### config.mk
export PLATFORM = sky130hd
export DESIGN_NAME = rqt_table
export DESIGN_NICKNAME = d
export VERILOG_FILES = /design/src/rtl/rqt_pkg.sv /design/src/rtl/rqt_pick.sv /design/src/rtl/rqt_match.sv /design/src/rtl/rqt_entry.sv /design/src/rtl/rqt_table.sv
export SDC_FILE = /design/constraint.sdc
export NUM_CORES = 1
export LEC_CHECK = 0
export BUFFER_PORTS_ARGS = -buffer_cell sky130_fd_sc_hd__buf_2
export CORE_ASPECT_RATIO = 1.75
export CORE_MARGIN = 4
export CORE_UTILIZATION = 37
export DETAILED_ROUTE_END_ITERATION = 10
export GPL_ROUTABILITY_DRIVEN = 1
export GPL_TIMING_DRIVEN = 0
export SYNTH_ARGS = -nofsm -noshare
export SYNTH_HDL_FRONTEND = slang
export SYNTH_SLANG_ARGS = --single-unit
### constraint.sdc
create_clock -name clk -period 3.6 [get_ports clk]
set_input_delay 0.18 -clock clk [delete_from_list [all_inputs] [get_ports clk]]
set_output_delay 0.18 -clock clk [all_outputs]
set_load 0.02 [all_outputs]
### src/rtl/rqt_pkg.sv
package rqt_pkg;
  typedef enum logic {
    RK_READ  = 1'b0,
    RK_WRITE = 1'b1
  } rqt_kind_e;
endpackage

### src/rtl/rqt_pick.sv
// Lowest-index one finder over a request vector.
module rqt_pick #(
  parameter int N = 8,
  localparam int IW = (N > 1) ? $clog2(N) : 1
) (
  input  logic [N-1:0]  req,
  output logic [IW-1:0] idx,
  output logic          any
);
  always_comb begin
    idx = '0;
    any = |req;
    for (int i = N - 1; i >= 0; i--) begin
      if (req[i]) idx = IW'(i);
    end
  end
endmodule

### src/rtl/rqt_match.sv
// Parallel block-address comparison against all live slots.
module rqt_match #(
  parameter int DEPTH  = 8,
  parameter int ADDR_W = 32
) (
  input  logic [DEPTH-1:0]             live,
  input  logic [DEPTH-1:0][ADDR_W-1:0] slot_addr,
  input  logic [ADDR_W-1:0]            key,
  output logic [DEPTH-1:0]             hit
);
  for (genvar g = 0; g < DEPTH; g++) begin : g_cmp
    assign hit[g] = live[g] && (slot_addr[g] == key);
  end
endmodule

### src/rtl/rqt_entry.sv
// One slot of the outstanding request table.
module rqt_entry
  import rqt_pkg::*;
#(
  parameter int ADDR_W  = 32,
  parameter int NODE_W  = 4,
  parameter int WAITERS = 4,
  localparam int PORT_W = (WAITERS > 1) ? $clog2(WAITERS) : 1
) (
  input  logic              clk,
  input  logic              rst_n,
  input  logic              alloc_en,
  input  logic [ADDR_W-1:0] alloc_addr,
  input  rqt_kind_e         alloc_kind,
  input  logic [NODE_W-1:0] alloc_node,
  input  logic              free_en,
  input  logic              merge_en,
  input  logic [PORT_W-1:0] merge_port,
  output logic              valid_o,
  output logic [ADDR_W-1:0] addr_o,
  output rqt_kind_e         kind_o,
  output logic [NODE_W-1:0] node_o,
  output logic [WAITERS-1:0] mask_o
);
  logic               valid_q, valid_d;
  logic [WAITERS-1:0] mask_q, mask_d;
  logic [ADDR_W-1:0]  addr_q;
  rqt_kind_e          kind_q;
  logic [NODE_W-1:0]  node_q;

  always_comb begin
    valid_d = valid_q;
    mask_d  = mask_q;
    if (free_en) begin
      valid_d = 1'b0;
      mask_d  = '0;
    end else if (alloc_en) begin
      valid_d = 1'b1;
      mask_d  = '0;
    end else if (merge_en) begin
      mask_d = mask_q | (WAITERS'(1) << merge_port);
    end
  end

  always_ff @(posedge clk or negedge rst_n) begin
    if (!rst_n) begin
      valid_q <= 1'b0;
      mask_q  <= '0;
    end else begin
      valid_q <= valid_d;
      mask_q  <= mask_d;
    end
  end

  // Payload fields load only on allocation (clock enable).
  always_ff @(posedge clk or negedge rst_n) begin
    if (!rst_n) begin
      addr_q <= '0;
      kind_q <= RK_READ;
      node_q <= '0;
    end else if (alloc_en) begin
      addr_q <= alloc_addr;
      kind_q <= alloc_kind;
      node_q <= alloc_node;
    end
  end

  assign valid_o = valid_q;
  assign addr_o  = addr_q;
  assign kind_o  = kind_q;
  assign node_o  = node_q;
  assign mask_o  = mask_q;
endmodule

### src/rtl/rqt_table.sv
module rqt_table
  import rqt_pkg::*;
#(
  parameter int ADDR_W  = 32,
  parameter int DEPTH   = 8,
  parameter int NODE_W  = 4,
  parameter int WAITERS = 4,
  parameter int MY_NODE = 1,
  localparam int TAG_W  = (DEPTH > 1) ? $clog2(DEPTH) : 1,
  localparam int PORT_W = (WAITERS > 1) ? $clog2(WAITERS) : 1
) (
  input  logic               clk,
  input  logic               rst_n,
  input  logic               breq_valid,
  input  logic [ADDR_W-1:0]  breq_addr,
  input  logic               breq_write,
  input  logic [NODE_W-1:0]  breq_node,
  output logic               alloc_ok,
  output logic [TAG_W-1:0]   alloc_tag,
  input  logic               bresp_valid,
  input  logic [TAG_W-1:0]   bresp_tag,
  output logic               wake_valid,
  output logic [WAITERS-1:0] wake_mask,
  output logic               wake_own,
  input  logic               lreq_valid,
  input  logic [ADDR_W-1:0]  lreq_addr,
  input  logic               lreq_write,
  input  logic [PORT_W-1:0]  lreq_port,
  output logic               lreq_may_issue,
  output logic               lreq_merge,
  output logic [TAG_W-1:0]   lreq_merge_tag
);
  localparam logic [NODE_W-1:0] OWN_ID = NODE_W'(MY_NODE);

  logic [DEPTH-1:0]               valid_vec;
  logic [DEPTH-1:0][ADDR_W-1:0]   addr_arr;
  rqt_kind_e                      kind_arr [DEPTH];
  logic [DEPTH-1:0][NODE_W-1:0]   node_arr;
  logic [DEPTH-1:0][WAITERS-1:0]  mask_arr;

  logic [DEPTH-1:0] alloc_dec, free_dec, merge_dec, live_vec, hit_vec;
  logic [TAG_W-1:0] free_idx, hit_idx;
  logic             slot_free, hit_any, hit_is_read, resp_hit, bus_clash, table_full;
  rqt_kind_e        breq_kind;

  assign breq_kind = breq_write ? RK_WRITE : RK_READ;

  // Slot selection for snooped requests: lowest empty index.
  rqt_pick #(.N(DEPTH)) u_free_pick (
    .req (~valid_vec),
    .idx (free_idx),
    .any (slot_free)
  );

  assign alloc_ok  = breq_valid && slot_free;
  assign alloc_tag = free_idx;

  // Response decode.
  always_comb begin
    resp_hit  = 1'b0;
    wake_mask = '0;
    wake_own  = 1'b0;
    if (bresp_valid && (int'(bresp_tag) < DEPTH)) begin
      resp_hit = valid_vec[bresp_tag];
      if (resp_hit) begin
        wake_mask = mask_arr[bresp_tag];
        wake_own  = (node_arr[bresp_tag] == OWN_ID);
      end
    end
  end
  assign wake_valid = resp_hit;

  // Local lookup excludes slots being freed this cycle.
  assign live_vec = valid_vec & ~free_dec;

  rqt_match #(.DEPTH(DEPTH), .ADDR_W(ADDR_W)) u_match (
    .live      (live_vec),
    .slot_addr (addr_arr),
    .key       (lreq_addr),
    .hit       (hit_vec)
  );

  rqt_pick #(.N(DEPTH)) u_hit_pick (
    .req (hit_vec),
    .idx (hit_idx),
    .any (hit_any)
  );

  assign hit_is_read    = (kind_arr[hit_idx] == RK_READ);
  assign bus_clash      = breq_valid && (breq_addr == lreq_addr);
  assign table_full     = &valid_vec;
  assign lreq_merge     = lreq_valid && !lreq_write && hit_any && hit_is_read && !bus_clash;
  assign lreq_may_issue = lreq_valid && !hit_any && !bus_clash && !table_full;
  assign lreq_merge_tag = hit_idx;

  for (genvar g = 0; g < DEPTH; g++) begin : g_slot
    assign alloc_dec[g] = alloc_ok && (free_idx == TAG_W'(g));
    assign free_dec[g]  = resp_hit && (bresp_tag == TAG_W'(g));
    assign merge_dec[g] = lreq_merge && (hit_idx == TAG_W'(g));

    rqt_entry #(
      .ADDR_W  (ADDR_W),
      .NODE_W  (NODE_W),
      .WAITERS (WAITERS)
    ) u_entry (
      .clk        (clk),
      .rst_n      (rst_n),
      .alloc_en   (alloc_dec[g]),
      .alloc_addr (breq_addr),
      .alloc_kind (breq_kind),
      .alloc_node (breq_node),
      .free_en    (free_dec[g]),
      .merge_en   (merge_dec[g]),
      .merge_port (lreq_port),
      .valid_o    (valid_vec[g]),
      .addr_o     (addr_arr[g]),
      .kind_o     (kind_arr[g]),
      .node_o     (node_arr[g]),
      .mask_o     (mask_arr[g])
    );
  end
endmodule

==> results_dict.tcl <==
set metrics [dict create \
    start_util 0.3743 \
    hp-class "in2reg" \
    synth_ff_type "dfrtp_1" \
    clkLatencyLatePin_ns 0.54 \
    tritoncts "done" \
    min_from "breq_addr[7]" \
    cp_max_fo 8 \
    final_cell_mix "335 x dfrtp_1, 293 x mux2_2, 140 x xnor2_1, 124 x xor2_1, 71 x nand4_1" \
    dieHeight_um 296.1 \
    synth-xor-area-share 0.1421 \
    area_growth_pct 13.49 \
    rrSetupSlack_ns 0.19 \
    power_per_cell_area_nw_per_um2 811.5 \
    cts.htree.levels 2 \
    synth-seq-cells 336 \
    synthDistinctLibCells 66 \
    die_area_um2 51130 \
    layout-drive-gt1-share 0.3050 \
    synth_warnings 0 \
    synthArstFlopShare 1.000 \
    syn_area_um2 17550 \
    max_freq_ghz 0.2605 \
    n_antenna_cell 0 \
    min_period_over_period 1.066 \
    fin_tns_setup_ns -0.2393 \
    port_buffers 30 \
    grt_pass1_wl_um 96340 \
    ys_seq_area_frac 0.4790 \
    reg2reg_to "g_slot[7].u_entry.addr_o[24]" \
    vias 12279 \
    cts_root_buf "clkbuf_16" \
    synthesis.nets 1543 \
    numCtsBuffers 35 \
    finalWorstPathRequiredPeriod_ns 3.839 \
    drtPass1Iterations 7 \
    synth-compound-area-share 0.02901 \
    failed_checks "negative setup slack" \
    worst_slew_pin_slew_ns 1.357 \
    layout_commonest_cell "dfrtp_1" \
    path_class "reg2out" \
    syn_avg_cell_area_um2 12.00 \
    critPathRequiredTime_ns 3.42 \
    netlist_instances 1463 \
    ant_nets 0 \
    slew_headroom 0.09551 \
    synthAdderAreaFrac 0 \
    final_max_slew_viol_count 0 \
    grt_usage 0.2634 \
    max_cap_violations 0 \
    fin_ws_ns -0.2393 \
    vdd_drop_max_mv 0.3616 \
    layout.nets 1622 \
    p_leak_uw 0.008064 \
    overflow 0 \
    reg2reg_depth 8 \
    grt_pass1_vias 13260 \
    chipWidth_um 172.7 \
    skew_ns 0.03423 \
    clk_pin_slew_ns 0.07 \
    drc 0 \
    arrival_ns 3.66 \
    worst_setup_path_end_kind "output pin" \
    drt-total-wl_um 67930 \
    setup_viol 1 \
    clock_path_buffers 3 \
    synth_edf_count 0 \
    power_uw 16170 \
    viasPerCell 5.706 \
    grt_max_degree 92 \
    finalWeightedCongestion 0.9828 \
    status "finished with violations" \
    antenna_found_initial 0 \
    wire_per_inst_um 31.57 \
    whs_endpoint "g_slot[4].u_entry.addr_o[7]" \
    dpl.hpwl_um 51240 \
    r2r_start "g_slot[4].u_entry.valid_o" \
    std_cell_rows 105 \
    synth_simple_gate_area_frac 0.1116 \
    rsz0062_at_grt "true" \
    hold_depth 3 \
    cts.sinks 336 \
    hold_violations 0 \
    start_kind "register" \
    synth_top_family_by_area "multiplexers" \
    io_pins 95 \
    drt_iter0_drc 799 \
    synthMuxAreaShare 0.2068 \
    core_area_um2 46900 \
]
## cell families after synthesis
family                    count (synthesis)
muxes                                   311
buffers and inverters                   123
and+or+nand+nor                         343
AOI/OAI and AO/OA                        70
DFF                                     336
xor gates and xnor gates                280
## state kept, by name, indices dropped and copies added (netlist names)
name,flops
g_slot.u_entry.node_o,32
g_slot.u_entry.mask_o,32
g_slot.u_entry.addr_o,256
g_slot.u_entry.valid_o,8
g_slot.u_entry.kind_o,8
## synth_stat cells, drive strengths merged, types with 2 or more instances
library cell | count | share of area
nand2b | 13 | 0.0048
xor2 | 125 | 0.062
o31a | 2 | 0.0010
nand3 | 27 | 0.0077
nand4 | 72 | 0.026
nor4b | 11 | 0.0055
and2 | 5 | 0.0018
nand2 | 52 | 0.011
buf | 71 | 0.020
a32o | 2 | 0.0012
a22o | 6 | 0.0030
o31ai | 2 | 0.0011
mux2 | 293 | 0.19
dfrtp | 336 | 0.48
clkbuf | 39 | 0.0083
nor4 | 56 | 0.020
o21ai | 27 | 0.0083
a31oi | 5 | 0.0018
o21a | 3 | 0.0013
nor3 | 28 | 0.0086
nand3b | 2 | 0.00086
xnor2 | 155 | 0.080
inv | 13 | 0.0028
mux4 | 12 | 0.015
nor2 | 31 | 0.0066
and4 | 4 | 0.0020
a21boi | 4 | 0.0026
nor2b | 24 | 0.0086
a2111oi | 2 | 0.0010
nand4b | 4 | 0.0024
and3 | 7 | 0.0025
a21oi | 7 | 0.0022
mux2i | 6 | 0.0034
or4 | 2 | 0.0011
## area by class of cell
cell class,count,area [µm²]
fillers,4401,26980
multi-input cells,1004,8766
flip-flops and latches,336,8409
clock buffers,54,1060
well taps,588,735.7
plain buffers,109,509.2
repair buffers,43,341.6
clock inverters,5,50.05
inverters,13,48.80
## worst max-delay path, cell delays in order, from the launching register on
cell and delay, ns:
dfrtp_1 0.40, xnor2_1 0.42, nand4_1 0.21, nor4_1 0.46, nand4_1 0.15, buf_4 0.19, a211o_1 0.32, a21boi_2 0.34
o221ai_1 0.18, o21ai_1 0.11, a221o_1 0.20, buf_6 0.13
## layer usage
metal  GRT usage  vias to the layer above  wire length, µm
li1            -                     5328                -
met1      0.2614                     6336            22890
met2      0.4879                      424            35290
met3     0.02921                      191             2364
met4      0.2284                        0             7381
met5           0                        -                0
## stage by stage
step	hold WS, ns	cell area, µm²	util	setup slack [ns]	std cells
4_1_cts	0.002893	19850	0.4232	-0.3194	2153
5_1_grt	0.01859	19920	0.4247	-0.2845	2152
3_5_place_dp	0.2384	18540	0.3953	-0.3206	2084
2_1_floorplan	-0.1156	17550	-	0.8114	1463
6_report	0.01658	19920	0.4247	-0.2393	2152
3_3_place_gp	0.4588	18440	0.3931	-4.311	2081
## worst max path at each step
stage	end	slack [ns]	startpoint	depth (start not counted)
3_3_place_gp	g_slot[1].u_entry.node_o[0]	-4.31	rst_n	1
3_5_place_dp	lreq_merge	-0.32	lreq_addr[12]	12
2_1_floorplan	g_slot[5].u_entry.node_o[0]	0.81	g_slot[0].u_entry.valid_o	8
5_1_grt	lreq_merge	-0.28	g_slot[5].u_entry.addr_o[28]	11
4_1_cts	lreq_merge	-0.32	g_slot[5].u_entry.addr_o[28]	11
6_report	lreq_merge	-0.24	g_slot[6].u_entry.addr_o[4]	11
## report_power, final
group | leakage [µW] | total (µW) | switching (µW) | internal (µW)
Sequential | 0.00411 | 6540 | 1140 | 5400
Clock | 0.000548 | 3640 | 1550 | 2090
Combinational | 0.00340 | 5980 | 3260 | 2720
Total | 0.00806 | 16200 | 5950 | 10200
## repair_timing
action                                  4_1_cts  5_1_grt
endpoints found under the setup margin       19       11
pin swaps                                     8        5
resized for setup                            25       11
endpoints found under the hold margin        89        0
cloned                                        0        0
hold buffers                                  3        0
buffers inserted                              7        0
(Power assumes the default switching activity.)
